===== src/rtl/pgs_pkg.sv =====
package pgs_pkg;
  typedef enum logic [1:0] {
    PS_OFF   = 2'b00,
    PS_RAMP  = 2'b01,
    PS_RUN   = 2'b10,
    PS_PARK  = 2'b11
  } pstate_e;

  typedef enum logic [2:0] {
    EV_NONE,
    EV_PWR_ON,
    EV_RAIL_OK,
    EV_SLEEP,
    EV_PWR_OFF
  } evt_e;
endpackage


===== src/rtl/pgs_evt_decode.sv =====
module pgs_evt_decode import pgs_pkg::*; #(
  parameter int EVT_W = 3
) (
  input  logic [EVT_W-1:0] code_i,
  output evt_e             evt_o
);
  always_comb begin
    if (code_i == EVT_W'(1))      evt_o = EV_PWR_ON;
    else if (code_i == EVT_W'(2)) evt_o = EV_RAIL_OK;
    else if (code_i == EVT_W'(3)) evt_o = EV_SLEEP;
    else if (code_i == EVT_W'(4)) evt_o = EV_PWR_OFF;
    else                          evt_o = EV_NONE; // unused codes fold to none
  end
endmodule


===== src/rtl/pgs_next_state.sv =====
module pgs_next_state import pgs_pkg::*; (
  input  pstate_e state_i,
  input  evt_e    evt_i,
  output pstate_e next_o
);
  always_comb begin
    next_o = state_i;
    unique case (state_i)
      PS_OFF:  if (evt_i == EV_PWR_ON)  next_o = PS_RAMP;
      PS_RAMP: if (evt_i == EV_RAIL_OK) next_o = PS_RUN;
      PS_RUN:  if (evt_i == EV_SLEEP)   next_o = PS_PARK;
      PS_PARK: if (evt_i == EV_PWR_OFF) next_o = PS_OFF;
      default: next_o = PS_OFF;
    endcase
  end
endmodule


===== src/rtl/pgs_out_decode.sv =====
module pgs_out_decode import pgs_pkg::*; (
  input  pstate_e state_i,
  output logic    pwr_en_o,
  output logic    clk_en_o
);
  always_comb begin
    pwr_en_o = (state_i != PS_OFF);
    clk_en_o = (state_i == PS_RUN);
  end
endmodule


===== src/rtl/pgs_seq.sv =====
module pgs_seq import pgs_pkg::*; #(
  parameter int EVT_W = 3
) (
  input  logic             clk_i,
  input  logic             rst_ni,
  input  logic [EVT_W-1:0] evt_i,
  output logic [1:0]       state_o,
  output logic             pwr_en_o,
  output logic             clk_en_o
);
  evt_e    evt_d;
  pstate_e state_q, state_d;

  pgs_evt_decode #(.EVT_W(EVT_W)) u_evt (
    .code_i (evt_i),
    .evt_o  (evt_d)
  );

  pgs_next_state u_nxt (
    .state_i (state_q),
    .evt_i   (evt_d),
    .next_o  (state_d)
  );

  always_ff @(posedge clk_i or negedge rst_ni) begin
    if (!rst_ni) state_q <= PS_OFF;
    else         state_q <= state_d;
  end

  // enables decoded from the register only, so they move in lockstep
  pgs_out_decode u_out (
    .state_i  (state_q),
    .pwr_en_o (pwr_en_o),
    .clk_en_o (clk_en_o)
  );

  assign state_o = state_q;
endmodule


===== config.mk =====
export PLATFORM = sky130hd
export DESIGN_NAME = pgs_seq
export DESIGN_NICKNAME = d
export VERILOG_FILES = /design/src/rtl/pgs_pkg.sv /design/src/rtl/pgs_evt_decode.sv /design/src/rtl/pgs_next_state.sv /design/src/rtl/pgs_out_decode.sv /design/src/rtl/pgs_seq.sv
export SDC_FILE = /design/constraint.sdc
export NUM_CORES = 1
export LEC_CHECK = 0
export ABC_AREA = 0
export BUFFER_PORTS_ARGS = -buffer_cell sky130_fd_sc_hd__buf_2
export CORE_AREA = 2 2 39 41
export CTS_BUF_LIST = sky130_fd_sc_hd__clkbuf_4 sky130_fd_sc_hd__clkbuf_8
export CTS_CLUSTER_DIAMETER = 60
export CTS_CLUSTER_SIZE = 30
export DETAILED_ROUTE_END_ITERATION = 7
export DIE_AREA = 0 0 41 43
export GPL_TIMING_DRIVEN = 0
export PLACE_DENSITY_LB_ADDON = 0.12
export SLEW_MARGIN = 0
export SYNTH_ARGS = -nofsm -noshare
export SYNTH_HDL_FRONTEND = slang
export SYNTH_SLANG_ARGS = --single-unit

===== constraint.sdc =====
create_clock -name clk_i -period 4.29 [get_ports clk_i]
set_input_delay 0.429 -clock clk_i [delete_from_list [all_inputs] [get_ports clk_i]]
set_output_delay 0.429 -clock clk_i [all_outputs]
set_load 0.01 [all_outputs]

**Yosys cells after proc, flatten, opt, wreduce, memory -nomap -nowiden**

Index checks and enable logic that the tools add are counted.

- Equal/unequal tests: 15
- Mux-type cells: 9
- Reductions and logical operators: 3

Operators with widths:

| cell | count |
|---|---|
| 3-bit by 2-bit == test with 1-bit output (second input constant) | 4 |
| 3-bit 2-to-1 mux | 4 |
| 2-bit 2-to-1 mux | 4 |
| 2-bit by 1-bit != test with 1-bit output (second input constant) | 4 |
| 2-bit one-hot mux with 4 select lines | 1 |
| 3-bit by 1-bit == test with 1-bit output (second input constant) | 2 |
| 3-bit == test (second input constant) | 2 |
| 2-bit == test (second input constant) | 2 |
| 4-bit AND reduction | 1 |
| 2-bit by 1-bit == test with 1-bit output (second input constant) | 1 |
| 2-bit zero test | 1 |
| 2-bit nonzero test | 1 |

- Bits in registers: 2
- Input bits: 5
- Output and inout port bits: 4
- Logic and storage cells: 28

**Depth between registers and ports, before layout**

- Depth in word-level cells: 8
- Depth in mapped cells: 6
- Mapped depth without buffers: 6

**Modules after synthesis**

From an unflattened synthesis, not the netlist that was laid out.

- Cells, all modules: 18
- Area total of the unflattened synthesis: 157.7 um^2

Modules (own cells, without submodules):

| module | times used | cells an instance | area each (um^2) | sequential area each (um^2) |
|---|---|---|---|---|
| pgs_next_state | 1 | 11 | 65.1 | 0.0 |
| pgs_seq | 1 | 2 | 50.0 | 50.0 |
| pgs_evt_decode | 1 | 3 | 30.0 | 0.0 |
| pgs_out_decode | 1 | 2 | 12.5 | 0.0 |

**Worst setup path before layout**

OpenSTA, ideal clock, no wires.

- Kind: register -> register
- Start point: register state_q[0], in the netlist state_o[0]
- End point: register state_q[1], in the netlist state_o[1]
- Library setup time: 128 ps
- Data arrival time: 1,545 ps
- Required time: 4,162 ps
- Path slack: 2,617 ps
- Cell stages (with the launch flop): 7
- Buffers on the path: 0
- Period minus slack after synthesis: 1,673 ps
- Path through: dfrtp_1 > inv_1 > ha_1 > nor4b_2 > a21oi_1 > a21oi_2 > mux2_1

- Longest elaborated chain between the ends: 3
- Elaborated cells on any way between the ends: 10
- Classes of those cells: eq/ne: 7; mux: 1; reduce/logical: 2

RTL lines:

| element | line | RTL |
|---|---|---|
| start: declaration | pgs_seq.sv:12 | `pstate_e state_q, state_d;` |
| start signal: assignment | pgs_seq.sv:27 | `else state_q <= state_d;` |
| 2-bit == test (tied with other cells) | pgs_next_state.sv:8 | `unique case (state_i)` |
| 2-bit by 1-bit != test with 1-bit output (no source line) | -- |  |
| 4-bit AND reduction (no source line) | -- |  |

Parallel ways exist; a longest one is shown, timed or not.
A chain may end at the register's enable or synchronous reset.

**Worst setup path in the final report**

Same ends and word-level chain as after synthesis.

==> impl_metrics.tcl <==
set metrics [dict create \
    seq_area_frac_synth_pct 24.4 \
    portBuffers 8 \
    drt-initial-drc-count 2 \
    min_period_over_period_pct 40.1 \
    die_area_sq_um 1760 \
    sw_frac_of_total_pct 43.0 \
    yosys.area.top_type "dfrtp_1" \
    path_class "register to register" \
    area_delta_synth_final_pct 45.1 \
    status "finished, final reports clean" \
    yosysWarnings 0 \
    num_rows 14 \
    cts_resized 0 \
    fill_cells 156 \
    p_leak_uw 0.000146 \
    clock-sinks 2 \
    cts-buffers-inserted 3 \
    drc 0 \
    drive_gt1_share_pct 38.2 \
    antenna_found_initial 0 \
    clk_latency_ps 220 \
    wl_per_cell_um 9.20 \
    hpwl_um 378 \
    required_ps 4390 \
    die_w_um 41 \
    viasPerCell 3.76 \
    cp-start-kind "register" \
    grt_setup_unrepaired "false" \
    setup_tns_ps 0 \
    cp_max_fo 5 \
    synth_nets 31 \
    fmax_mhz 581 \
    clkTransAtPathRegs_ps 30 \
    diodes 0 \
    netlist_instances 22 \
    synth_cell_types 13 \
    finalHoldViolations 0 \
    detail-route-antenna-nets 0 \
    maxSlewViolCount 0 \
    pwr-share-seq_pct 19.4 \
    clock_skew_ps 2.28 \
    ioPinCount 9 \
    hp-class "input port to async pin" \
    p_int_uw 121 \
    cts_tree "done" \
    clk_path_buf_depth 2 \
    vdd_drop_max_mv 0.232 \
    finalWorstSetupSlack_ps 2570 \
    syn_avg_cell_area_sq_um 9.33 \
    arrival_ps 1820 \
    dp_slack_ps 2550 \
    synth_flop_cell "dfrtp_1" \
    finalSetupViolCount 0 \
    postSynth.asyncResetShare_pct 100 \
    ys_top_cells_by_count "4 x ha_1, 3 x inv_1, 3 x nor2_1, 2 x dfrtp_1, 2 x nor3b_1" \
    gp_congestion 0.675 \
    synth_top_cell_area_share_pct 24.4 \
    synth_edf_count 0 \
    grt_max_degree 6 \
    largest_reg_flops 2 \
    cts-hold-fix-buffers 1 \
    synth.most_common_cell "ha_1" \
    grt_pass1_wl_um 710 \
    die_h_um 43 \
    power.share.clock_pct 19.0 \
    slew_headroom_pct 86.1 \
    fin_nets 45 \
    core_area_sq_um 1380 \
    netlist_area_sq_um 205 \
    synthTopCellsByArea "dfrtp_1 24%, ha_1 24%, nor3b_1 7.3%" \
    switching_power_uw 91.4 \
    cts_root_buf "clkbuf_4" \
    min_period_ps 1720 \
    grt_pass1_vias 210 \
    power_density_nw_per_um2 714 \
    drt-pass1-iter-count 2 \
    ys_ff_latch 2 \
    htree_levels 1 \
    initial_utilization_pct 14.8 \
    endpoint_kind "register" \
    wl_um 460 \
    cap_violations 0 \
    grt_usage_pct 5.91 \
    cts_setup_buffers 0 \
    tightestPinTransition_ps 207 \
    vias 188 \
    power_frac_comb_pct 61.6 \
    gr-total-overflow 0 \
]
==> final cells by class <==
type	instances	area [sq um]	share of cell area, %
inverters	3	11.3	3.78
clock buffers	3	22.5	7.56
repair buffers	9	50.0	16.8
flip-flops and latches	2	50.0	16.8
multi-input cells	17	144	48.3
well taps	16	20.0	6.72
==> layout by cell type, fill, tap and decap left out <==
master,count
a21oi_1,1
clkbuf_4,3
a21boi_0,1
inv_1,3
mux2i_1,1
nor3_1,1
nor3b_1,2
ha_1,4
dlygate4sd3_1,1
buf_2,8
nor2_1,3
o21ai_0,1
nor4b_2,1
a21oi_2,1
mux2_1,1
dfrtp_1,2
==> kinds of logic (layout without fill, tap and decap cells) <==
kind of cell | Yosys count | after routing | synth area share, %
multiplexers | 2 | 2 | 10.4
adder cells (fa/ha/maj) | 4 | 4 | 24.4
buffers and inverters | 3 | 15 | 5.49
AO/OA/AOI/OAI | 4 | 4 | 12.8
AND/OR/NAND/NOR | 7 | 7 | 22.6
flip-flops | 2 | 2 | 24.4
==> worst paths after layout <==
check | startpoint | endpoint | slack, ps | depth (start not counted)
worst max-delay path | state_o[0] | state_o[1] | 2570 | 6
worst min-delay path | rst_ni | state_o[1] | 530 | 2
worst max register to register | state_o[0] | state_o[1] | 2570 | 6
worst min register to register | state_o[1] | state_o[1] | 570 | 1
max in group asynchronous | rst_ni | state_o[0] | 3670 | 2
min in group clk_i | state_o[1] | state_o[1] | 570 | 1
==> critical path, stage by stage (launching register included) <==
cell,delay [ps]
dfrtp_1,380
inv_1,90
ha_1,260
nor4b_2,230
a21oi_1,110
a21oi_2,190
mux2_1,330
==> through the flow <==
stage                     cell area, sq um  cells  utilization, %  total power, uW  hold slack [ps]
after floorplan                        205     22               -              135              133
after global placement                 265     46            19.2              175              214
after detailed placement               265     46            19.2              177              215
after CTS                              298     50            21.5              221              520
after global routing                   298     50            21.5              236              548
final                                  298     50            21.5              213              528
==> power by group through the flow <==
| stage | logic [uW] | clock network [uW] | registers [uW] |
|---|---|---|---|
| after floorplan | 90.6 | 0 | 44.7 |
| after global placement | 133 | 0 | 41.6 |
| after detailed placement | 135 | 0 | 42.0 |
| after CTS | 136 | 43.5 | 42.1 |
| after global routing | 149 | 42.8 | 44.3 |
| final | 131 | 40.4 | 41.2 |
==> layer usage <==
layer	part of all wire, %	vias up	wire (um)	global-route usage, %
met4	0	0	0	6.00
met1	45	83	207	6.71
met5	0	-	0	0
met3	7.6	0	35	0
li1	-	99	-	-
met2	47	6	217	9.06
No activity file was read; power rests on OpenSTA's default activity.
